`src/rtl/rtc_pkg.sv`:
```
package rtc_pkg;
  localparam int SEC_W  = 6;
  localparam int MIN_W  = 6;
  localparam int HOUR_W = 5;
  localparam int DAY_W  = 5;
  localparam int MON_W  = 4;
  localparam int DOW_W  = 3;
  localparam int NFLD   = 7;

  // alarm mask bit positions
  localparam int FLD_SEC  = 0;
  localparam int FLD_MIN  = 1;
  localparam int FLD_HOUR = 2;
  localparam int FLD_DOW  = 3;
  localparam int FLD_DAY  = 4;
  localparam int FLD_MON  = 5;
  localparam int FLD_YEAR = 6;

  localparam logic [SEC_W-1:0]  SEC_LAST  = SEC_W'(59);
  localparam logic [MIN_W-1:0]  MIN_LAST  = MIN_W'(59);
  localparam logic [HOUR_W-1:0] HOUR_LAST = HOUR_W'(23);
  localparam logic [DOW_W-1:0]  DOW_LAST  = DOW_W'(6);
  localparam logic [MON_W-1:0]  MON_FEB   = MON_W'(2);
  localparam logic [MON_W-1:0]  MON_LAST  = MON_W'(12);

  // last day for every month except February
  function automatic logic [DAY_W-1:0] month_end(input logic [MON_W-1:0] m);
    case (m)
      MON_W'(4), MON_W'(6), MON_W'(9), MON_W'(11): month_end = DAY_W'(30);
      default:                                     month_end = DAY_W'(31);
    endcase
  endfunction
endpackage

```
`src/rtl/rtc_tick_div.sv`:
```
module rtc_tick_div #(
  parameter int DIV_W = 16
) (
  input  logic             clk,
  input  logic             rst,
  input  logic             en,
  input  logic             load,
  input  logic [DIV_W-1:0] reload,
  output logic             tick
);
  logic [DIV_W-1:0] cnt;

  assign tick = en && !load && (cnt >= reload);

  always_ff @(posedge clk) begin
    if (rst || load) begin
      cnt <= '0;
    end else if (en) begin
      if (cnt >= reload) cnt <= '0;
      else               cnt <= cnt + 1'b1;
    end
  end

  AST_TICK_RESTART: assert property (@(posedge clk) disable iff (rst)
    tick |=> (cnt == '0));
  AST_IDLE_HOLD: assert property (@(posedge clk) disable iff (rst)
    (!en && !load) |=> $stable(cnt));
endmodule

```
`src/rtl/rtc_calendar.sv`:
```
module rtc_calendar
  import rtc_pkg::*;
#(
  parameter int YEAR_W = 12
) (
  input  logic              clk,
  input  logic              rst,
  input  logic              tick,
  input  logic              load,
  input  logic              no_leap,
  input  logic [YEAR_W-1:0] ld_year,
  input  logic [MON_W-1:0]  ld_month,
  input  logic [DAY_W-1:0]  ld_day,
  input  logic [DOW_W-1:0]  ld_dow,
  input  logic [HOUR_W-1:0] ld_hour,
  input  logic [MIN_W-1:0]  ld_min,
  input  logic [SEC_W-1:0]  ld_sec,
  output logic [YEAR_W-1:0] year,
  output logic [MON_W-1:0]  month,
  output logic [DAY_W-1:0]  day,
  output logic [DOW_W-1:0]  dow,
  output logic [HOUR_W-1:0] hour,
  output logic [MIN_W-1:0]  min,
  output logic [SEC_W-1:0]  sec
);
  logic sec_wrap, min_wrap, hour_wrap, day_wrap, leap_now;
  logic [DAY_W-1:0] day_nxt;

  always_comb begin
    sec_wrap  = (sec == SEC_LAST);
    min_wrap  = sec_wrap && (min == MIN_LAST);
    hour_wrap = min_wrap && (hour == HOUR_LAST);
    leap_now  = (year[1:0] == 2'b00) && !no_leap;
    day_wrap  = 1'b0;
    if (month == MON_FEB) begin
      if (day == DAY_W'(28))      day_wrap = !leap_now;
      else if (day == DAY_W'(29)) day_wrap = 1'b1;
    end else begin
      day_wrap = (day == month_end(month));
    end
    day_nxt = day_wrap ? DAY_W'(1) : day + 1'b1;
  end

  always_ff @(posedge clk) begin
    if (rst) begin
      year  <= '0;
      month <= MON_W'(1);
      day   <= DAY_W'(1);
      dow   <= '0;
      hour  <= '0;
      min   <= '0;
      sec   <= '0;
    end else if (load) begin
      year  <= ld_year;
      month <= ld_month;
      day   <= ld_day;
      dow   <= ld_dow;
      hour  <= ld_hour;
      min   <= ld_min;
      sec   <= ld_sec;
    end else if (tick) begin
      sec <= sec_wrap ? '0 : sec + 1'b1;
      if (sec_wrap) min <= (min == MIN_LAST) ? '0 : min + 1'b1;
      if (min_wrap) hour <= (hour == HOUR_LAST) ? '0 : hour + 1'b1;
      if (hour_wrap) begin
        day <= day_nxt;
        dow <= (dow == DOW_LAST) ? '0 : dow + 1'b1;
        if (day_wrap) begin
          month <= (month == MON_LAST) ? MON_W'(1) : month + 1'b1;
          if (month == MON_LAST) year <= year + 1'b1;
        end
      end
    end
  end

  AST_LOAD_TAKES: assert property (@(posedge clk) disable iff (rst)
    load |=> (sec == $past(ld_sec) && day == $past(ld_day) && year == $past(ld_year)));
  AST_NO_TICK_HOLD: assert property (@(posedge clk) disable iff (rst)
    (!tick && !load) |=> ($stable(sec) && $stable(min) && $stable(day) && $stable(year)));
  AST_FEB29_EXIT: assert property (@(posedge clk) disable iff (rst)
    (tick && !load && month == MON_FEB && day == DAY_W'(29) && hour == HOUR_LAST &&
     min == MIN_LAST && sec == SEC_LAST) |=> (month == MON_W'(3) && day == DAY_W'(1)));
  AST_DOW_WRAP: assert property (@(posedge clk) disable iff (rst)
    (tick && !load && dow == DOW_LAST && hour == HOUR_LAST && min == MIN_LAST &&
     sec == SEC_LAST) |=> (dow == '0));
endmodule

```
`src/rtl/rtc_alarm.sv`:
```
module rtc_alarm
  import rtc_pkg::*;
#(
  parameter int YEAR_W = 12
) (
  input  logic              clk,
  input  logic              rst,
  input  logic              tick,
  input  logic              glb_en,
  input  logic [NFLD-1:0]   fld_en,
  input  logic              clr,
  input  logic [YEAR_W-1:0] cur_year,
  input  logic [MON_W-1:0]  cur_month,
  input  logic [DAY_W-1:0]  cur_day,
  input  logic [DOW_W-1:0]  cur_dow,
  input  logic [HOUR_W-1:0] cur_hour,
  input  logic [MIN_W-1:0]  cur_min,
  input  logic [SEC_W-1:0]  cur_sec,
  input  logic [YEAR_W-1:0] tgt_year,
  input  logic [MON_W-1:0]  tgt_month,
  input  logic [DAY_W-1:0]  tgt_day,
  input  logic [DOW_W-1:0]  tgt_dow,
  input  logic [HOUR_W-1:0] tgt_hour,
  input  logic [MIN_W-1:0]  tgt_min,
  input  logic [SEC_W-1:0]  tgt_sec,
  output logic              irq
);
  logic            tick_q;
  logic [NFLD-1:0] eq;
  logic            hit;

  assign eq[FLD_SEC]  = (cur_sec   == tgt_sec);
  assign eq[FLD_MIN]  = (cur_min   == tgt_min);
  assign eq[FLD_HOUR] = (cur_hour  == tgt_hour);
  assign eq[FLD_DOW]  = (cur_dow   == tgt_dow);
  assign eq[FLD_DAY]  = (cur_day   == tgt_day);
  assign eq[FLD_MON]  = (cur_month == tgt_month);
  assign eq[FLD_YEAR] = (cur_year  == tgt_year);
  assign hit = &(eq | ~fld_en);

  always_ff @(posedge clk) begin
    if (rst) begin
      tick_q <= 1'b0;
      irq    <= 1'b0;
    end else begin
      tick_q <= tick;
      if (clr || !glb_en)    irq <= 1'b0;
      else if (tick_q && hit) irq <= 1'b1;
    end
  end

  AST_GLB_OFF: assert property (@(posedge clk) disable iff (rst)
    !glb_en |=> !irq);
  AST_CLR_WINS: assert property (@(posedge clk) disable iff (rst)
    clr |=> !irq);
  AST_IRQ_HOLD: assert property (@(posedge clk) disable iff (rst)
    (irq && !clr && glb_en) |=> irq);
  AST_SET_ON_TICK: assert property (@(posedge clk) disable iff (rst)
    (!irq && !tick_q) |=> !irq);
endmodule

```
`src/rtl/cal_rtc.sv`:
```
module cal_rtc
  import rtc_pkg::*;
#(
  parameter int DIV_W  = 16,
  parameter int YEAR_W = 12
) (
  input  logic              clk,
  input  logic              rst,
  input  logic              run_en,
  input  logic [DIV_W-1:0]  div_reload,
  input  logic              no_leap,
  input  logic              set_stb,
  input  logic [YEAR_W-1:0] set_year,
  input  logic [MON_W-1:0]  set_month,
  input  logic [DAY_W-1:0]  set_day,
  input  logic [DOW_W-1:0]  set_dow,
  input  logic [HOUR_W-1:0] set_hour,
  input  logic [MIN_W-1:0]  set_min,
  input  logic [SEC_W-1:0]  set_sec,
  input  logic              alm_glb_en,
  input  logic [NFLD-1:0]   alm_fld_en,
  input  logic [YEAR_W-1:0] alm_year,
  input  logic [MON_W-1:0]  alm_month,
  input  logic [DAY_W-1:0]  alm_day,
  input  logic [DOW_W-1:0]  alm_dow,
  input  logic [HOUR_W-1:0] alm_hour,
  input  logic [MIN_W-1:0]  alm_min,
  input  logic [SEC_W-1:0]  alm_sec,
  input  logic              alm_clr,
  output logic [YEAR_W-1:0] now_year,
  output logic [MON_W-1:0]  now_month,
  output logic [DAY_W-1:0]  now_day,
  output logic [DOW_W-1:0]  now_dow,
  output logic [HOUR_W-1:0] now_hour,
  output logic [MIN_W-1:0]  now_min,
  output logic [SEC_W-1:0]  now_sec,
  output logic              alm_irq
);
  logic sec_tick;

  rtc_tick_div #(.DIV_W(DIV_W)) u_div (
    .clk(clk), .rst(rst), .en(run_en), .load(set_stb),
    .reload(div_reload), .tick(sec_tick)
  );

  rtc_calendar #(.YEAR_W(YEAR_W)) u_cal (
    .clk(clk), .rst(rst), .tick(sec_tick), .load(set_stb), .no_leap(no_leap),
    .ld_year(set_year), .ld_month(set_month), .ld_day(set_day), .ld_dow(set_dow),
    .ld_hour(set_hour), .ld_min(set_min), .ld_sec(set_sec),
    .year(now_year), .month(now_month), .day(now_day), .dow(now_dow),
    .hour(now_hour), .min(now_min), .sec(now_sec)
  );

  rtc_alarm #(.YEAR_W(YEAR_W)) u_alm (
    .clk(clk), .rst(rst), .tick(sec_tick), .glb_en(alm_glb_en),
    .fld_en(alm_fld_en), .clr(alm_clr),
    .cur_year(now_year), .cur_month(now_month), .cur_day(now_day), .cur_dow(now_dow),
    .cur_hour(now_hour), .cur_min(now_min), .cur_sec(now_sec),
    .tgt_year(alm_year), .tgt_month(alm_month), .tgt_day(alm_day), .tgt_dow(alm_dow),
    .tgt_hour(alm_hour), .tgt_min(alm_min), .tgt_sec(alm_sec),
    .irq(alm_irq)
  );
endmodule

```
`config.mk`:
```
export PLATFORM = sky130hd
export DESIGN_NAME = cal_rtc
export DESIGN_NICKNAME = d
export VERILOG_FILES = /design/src/rtl/rtc_pkg.sv /design/src/rtl/rtc_tick_div.sv /design/src/rtl/rtc_calendar.sv /design/src/rtl/rtc_alarm.sv /design/src/rtl/cal_rtc.sv
export SDC_FILE = /design/constraint.sdc
export NUM_CORES = 1
export LEC_CHECK = 0
export BUFFER_PORTS_ARGS = -buffer_cell sky130_fd_sc_hd__buf_2
export CAP_MARGIN = 20
export CORE_ASPECT_RATIO = 0.6
export CORE_MARGIN = 2
export CORE_UTILIZATION = 50
export CTS_BUF_LIST = sky130_fd_sc_hd__clkbuf_4 sky130_fd_sc_hd__clkbuf_8 sky130_fd_sc_hd__clkbuf_16
export CTS_CLUSTER_DIAMETER = 150
export CTS_CLUSTER_SIZE = 14
export DETAILED_ROUTE_END_ITERATION = 16
export GPL_TIMING_DRIVEN = 1
export PLACE_DENSITY_LB_ADDON = 0.05
export RECOVER_POWER = 50
export SYNTH_ARGS = -nofsm -noshare
export SYNTH_HDL_FRONTEND = slang
export SYNTH_SLANG_ARGS = --single-unit
```
`constraint.sdc`:
```
create_clock -name clk -period 4.6 [get_ports clk]
set_clock_uncertainty 0.15 [all_clocks]
set_input_delay 0.46 -clock clk [delete_from_list [all_inputs] [get_ports clk]]
set_output_delay 0.46 -clock clk [all_outputs]
set_load 0.1 [all_outputs]
```
### Word-level counts from Yosys, hierarchy flattened

Cells that the tools add are included.

* add/sub/neg operators: 8
* magnitude comparators: 1
* equal/unequal tests: 20
* muxes and demuxes: 35
* bitwise gates (word level): 2
* reduce and logical (&&, ||, !) cells: 27

Operators by type and width (number)
* $mux 12: 5
* $mux 5: 9
* $mux 6: 7
* $mux 4: 5
* $add 16x1->16 const B: 1
* $ge 16x16->1: 1
* $mux 16: 1
* $eq 5x5->1: 3
* $eq 5x5->1 const B: 3
* $add 12x1->12 const B: 1
* $add 6x1->6 const B: 2
* $eq 12x12->1: 1
* $eq 4x4->1 const B: 3
* $eq 6x6->1: 2
* $eq 6x6->1 const B: 2
* $mux 3: 4
* $reduce_bool 2->1: 6
* $add 5x1->5 const B: 2
* $eq 4x3->1 const B: 2
* $not 7->7: 1
* $or 7x7->7: 1
* $reduce_and 7->1: 1
* $logic_and 1x1->1: 6
* $reduce_and 2->1: 3
* 14 further kinds: 21

* bits in registers: 59
* bits of input ports: 112
* output and inout bits: 42
* logic and storage cells: 103

### Logic depth before layout (Yosys ltp)

* depth in word-level cells: 10
* gate-level depth with buffers: 10
* mapped depth without buffers: 9

### Hierarchy

Synthesis repeated with hierarchy kept, for this count alone.

* cells, all modules: 540
* area, all modules: 4337.9 µm²

Modules (own cells, without submodules)
* rtc_calendar: instances 1, cells an instance 341, area each 2606.2 µm², sequential area each 820.8 µm²
* rtc_tick_div: instances 1, cells an instance 135, area each 1193.6 µm², sequential area each 320.3 µm²
* rtc_alarm: instances 1, cells an instance 64, area each 538.0 µm², sequential area each 40.0 µm²

### Worst setup path after synthesis

Ideal clock, no wire load.

* path type: register to register
* from: reg u_cal.month[0]
* to: reg u_cal.year[8]
* library setup time: 91 ps
* arrival: 3013 ps
* required time: 4359 ps
* slack: 1345 ps
* cell stages (with the launch flop): 10
* path buffers: 0
* period minus slack after synthesis: 3255 ps
* path through: dfxtp_1 -> inv_1 -> ha_1 -> nor3b_1 -> nor3_1 -> mux2i_1 -> a21boi_4 -> nand3_4 -> or4_1 -> a311oi_1

* longest elaborated chain between the ends: 8
* elaborated cells on any way between the ends: 14
* classes of those cells: 7 x eq/ne; 3 x mux; 4 x reduce/logical

RTL lines
* start, declared: RTL line rtc_calendar.sv:19 `output logic [MON_W-1:0] month,`
* start signal, assigned: RTL line rtc_calendar.sv:55 `month <= ld_month;`
* start signal, assigned: RTL line rtc_calendar.sv:69 `month <= (month == MON_LAST) ? MON_W'(1) : month + 1'b1;`
* $eq 4x3->1 or $eq 4x4->1 (tied branches): RTL line rtc_pkg.sv:28 `case (m)`
* $reduce_or 4->1: RTL line rtc_pkg.sv:28
* $mux 1: RTL line rtc_pkg.sv:28
* $mux 5: RTL line rtc_calendar.sv:35 `if (month == MON_FEB) begin`
* $eq 5x5->1: RTL line rtc_calendar.sv:39 `day_wrap = (day == month_end(month));`
* $mux 1: RTL line rtc_calendar.sv:35
* $reduce_bool 2->1 (no line)
* $reduce_and 4->1 (no line) *
* end signal, assigned: RTL line rtc_calendar.sv:54 `year <= ld_year;`
* end signal, assigned: RTL line rtc_calendar.sv:70 `if (month == MON_LAST) year <= year + 1'b1;`
* end, declared: RTL line rtc_calendar.sv:18 `output logic [YEAR_W-1:0] year,`

Every way passes the cells marked *; elsewhere a longest branch is shown, timed or not. The select of a mux whose other input is x is not followed.
A chain may end at the register's enable or synchronous reset.

### Worst setup path in the final report

* from: reg u_div.cnt[2]
* to: reg u_div.cnt[13]

* longest elaborated chain between the ends: 2
* elaborated cells on any way between the ends: 3
* classes of those cells: 1 x add/sub; 1 x order compare; 1 x mux

RTL lines
* start, declared: RTL line rtc_tick_div.sv:11 `logic [DIV_W-1:0] cnt;`
* start signal, assigned: RTL line rtc_tick_div.sv:20 `else cnt <= cnt + 1'b1;`
* $add 16x1->16 or $ge 16x16->1 (tied branches): RTL line rtc_tick_div.sv:20, rtc_tick_div.sv:19
* $mux 16 *: RTL line rtc_tick_div.sv:19 `if (cnt >= reload) cnt <= '0;`

Every way passes the cells marked *; elsewhere a longest branch is shown, timed or not.

==> flow_metrics.py <==
metrics = {
    "clock_tree": {
        "ctsHoldBuffers": 0,
        "cts_tree": "done",
        "clk_pin_slew_worst_paths_ps": 50,
        "root_buffer": "clkbuf_16",
        "cts_setup_buffers": 0,
        "h-tree-depth": 3,
        "cts_max_path_buffers": 2,
        "cts_made_buffers": 9,
        "postCtsResizedCells": 0,
        "clk_latency_ps": 330,
        "cts_sinks": 59,
    },
    "finish": {
        "drive_gt1_frac": 0.201,
        "nets": 833,
        "fillerInstances": 799,
        "area_growth_pct": 25.8,
        "antennaDiodeCount": 0,
    },
    "sta": {
        "drv_slew": 0,
        "worst_pin_slew_ps": 1180,
        "fmaxAchievable_mhz": 289,
        "timing.final.crit_share": 0.753,
        "finalHoldViolations": 0,
        "fin_setup_tns_ps": 0,
        "slew_headroom": 0.219,
        "setup_viol": 0,
        "hold_slack_ps": 137,
        "rsz0062_at_grt": "false",
        "finalCriticalPeriod_ps": 3460,
    },
    "drt": {
        "wl_um": 12700,
        "viasPerCell": 5.69,
        "vias": 4607,
        "wl_per_cell_um": 15.7,
        "dr.pass1.iters": 4,
        "remaining_drc_errors": 0,
        "drtIter0Drc": 389,
        "ant_nets": 0,
    },
    "critical_path": {
        "rrSetupSlack_ps": 1140,
        "cp_slowest_cell": "a31oi_2",
        "cp_slowest_stage_delay_ps": 930,
        "r2r-end": "u_div.cnt[13]",
        "cp.arrival_ps": 3570,
        "crit_cells": 7,
        "worst_ep_required_time_ps": 4710,
        "crit_start": "u_div.cnt[2]",
        "critPathCaptureType": "flop",
        "critical_path.endpoint": "u_div.cnt[13]",
        "worstSetupPathType": "flop to flop",
        "crit_buf_inv": 0,
        "critical_path.top_delay_family": "compound AO/OA/AOI/OAI gates",
        "path_cells": "ha_1, a211o_1, a31oi_1, o221ai_1, a31oi_2, nand2_1, nor2_1",
        "critical_path.max_fanout": 17,
        "cp-start-kind": "flop",
        "reg2regPathDepth": 7,
        "r2r-start": "u_div.cnt[2]",
    },
    "logic_synthesis": {
        "yosys.area.top_type": "dfxtp_1",
        "ys.flop_type": "dfxtp_1",
        "synth_nets": 693,
        "syn_area_per_cell_um2": 7.80,
        "ys_top_cells_by_area": "dfxtp_1 (27%), xor2_1 (9.4%), ha_1 (8.4%)",
        "yosysTopAreaCellShare": 0.274,
        "syn_area_um2": 4310,
        "synth_seq_cells": 59,
        "synthArstFlopShare": 0,
        "syn_inst": 552,
        "synth_edf_count": 0,
        "ys.warnings.count": 0,
        "synth_cell_types": 64,
        "synth_common_cells": "dfxtp_1 (59), nor2_1 (59), xor2_1 (46), inv_1 (42), nand2_1 (38)",
        "yosysSeqAreaShare": 0.274,
    },
    "placement": {
        "gp_congestion": 0.837,
        "port_buffers": 153,
        "dp_hpwl_um": 9720,
    },
    "floorplan": {
        "ios": 154,
        "fp.coreArea_um2": 8430,
        "rows": 26,
        "initial_utilization": 0.511,
        "die_x_um": 124,
        "dieArea_um2": 9400,
        "die_h_um": 75.9,
    },
    "global_route": {
        "grt_pass1_wl_um": 19500,
        "grt_use_total": 0.272,
        "first_global_vias": 3877,
        "grt_max_degree": 47,
        "grt_antenna_before_repair": 0,
        "overflow": 0,
    },
    "power_and_ir_drop": {
        "power.leakage_nw": 2.32,
        "p_total_w": 0.00180,
        "ir_drop_mv": 0.183,
        "p_per_area_nw_per_um2": 333,
    },
    "flow_run": {
        "maxCapViolCount": 0,
    },
    "hold_path": {
        "holdPathStages": 2,
        "hp-class": "input port to flop",
    },
    "status": {
        "outcome": "completed",
    },
}
cell type report:
cell class	count	area, um^2	share of cell area
timing repair buffer	155	728	0.134
clock inverter	4	95.1	0.0176
tap	112	140	0.0259
multi-input combinational	423	2840	0.524
clock buffer	12	267	0.0492
sequential	59	1180	0.218
inverter	44	165	0.0305
sequential cells by signal, summed over array words and instances (netlist names):
| name | flops |
|---|---|
| u_div.cnt | 16 |
| u_cal.year | 12 |
| u_cal.min | 6 |
| u_cal.sec | 6 |
| u_cal.day | 5 |
| u_cal.hour | 5 |
| u_cal.month | 4 |
| u_cal.dow | 3 |
| u_alm.irq | 1 |
| u_alm.tick_q | 1 |
cell usage in the layout, fill, tap and decap left out, types with 10 or more instances in the layout:
master and instances:
ha_1 29, inv_1 42, a211oi_1 10, dfxtp_1 59, clkbuf_1 42, nor3_1 24, xor2_1 46, o21ai_0 13
nand2_1 39, nor2_1 59, a221oi_1 10, a21oi_1 24, xnor2_1 15, and3_1 13, buf_2 111, a311oi_1 11
nand3_1 27
metal layers:
layer	vias up	track usage	routed length [um]	share of wire
met4	0	0.0455	64	0.0050
met1	2119	0.412	6330	0.50
li1	2275	-	-	-
met5	-	0	0	0
met2	206	0.385	5110	0.40
met3	7	0.0734	1220	0.096
metrics by stage:
step | std cells | util | instance area, um^2 | setup slack (ps)
global placement | 793 | 0.607 | 5120 | 1230
CTS | 809 | 0.650 | 5480 | 1290
detailed placement | 793 | 0.607 | 5120 | 1110
finish | 809 | 0.643 | 5420 | 1140
global route | 809 | 0.643 | 5420 | 934
floorplan | 552 | - | 4310 | 1350
where the power goes:
group | switching, W | internal [W] | total (W)
clock | 0.000244 | 0.000572 | 0.000816
sequential | 0.0000483 | 0.000537 | 0.000586
combinational | 0.000291 | 0.000110 | 0.000401
total | 0.000583 | 0.00122 | 0.00180
how the worst min path moves through the flow:
stage | slack [ps] | endpoint | start
floorplan | 330 | u_div.cnt[15] | u_div.cnt[15]
global placement | 370 | u_div.cnt[15] | u_div.cnt[15]
detailed placement | 360 | u_div.cnt[15] | u_div.cnt[15]
CTS | 130 | u_alm.irq | alm_clr
global route | 130 | u_alm.irq | alm_clr
finish | 140 | u_alm.irq | alm_clr
cells by family (layout without fill, tap and decap cells):
| logic type | Yosys count | count (layout) | share of synthesized area |
|---|---|---|---|
| AOI/OAI and AO/OA | 119 | 119 | 0.200 |
| adders and majority gates | 29 | 29 | 0.0843 |
| xor gates and xnor gates | 61 | 61 | 0.124 |
| muxes | 2 | 2 | 0.00494 |
| and+or+nand+nor | 212 | 212 | 0.248 |
| buffers and inverters | 70 | 215 | 0.0639 |
| DFF | 59 | 59 | 0.274 |
Note: power is estimated with default switching activity, not from simulation.
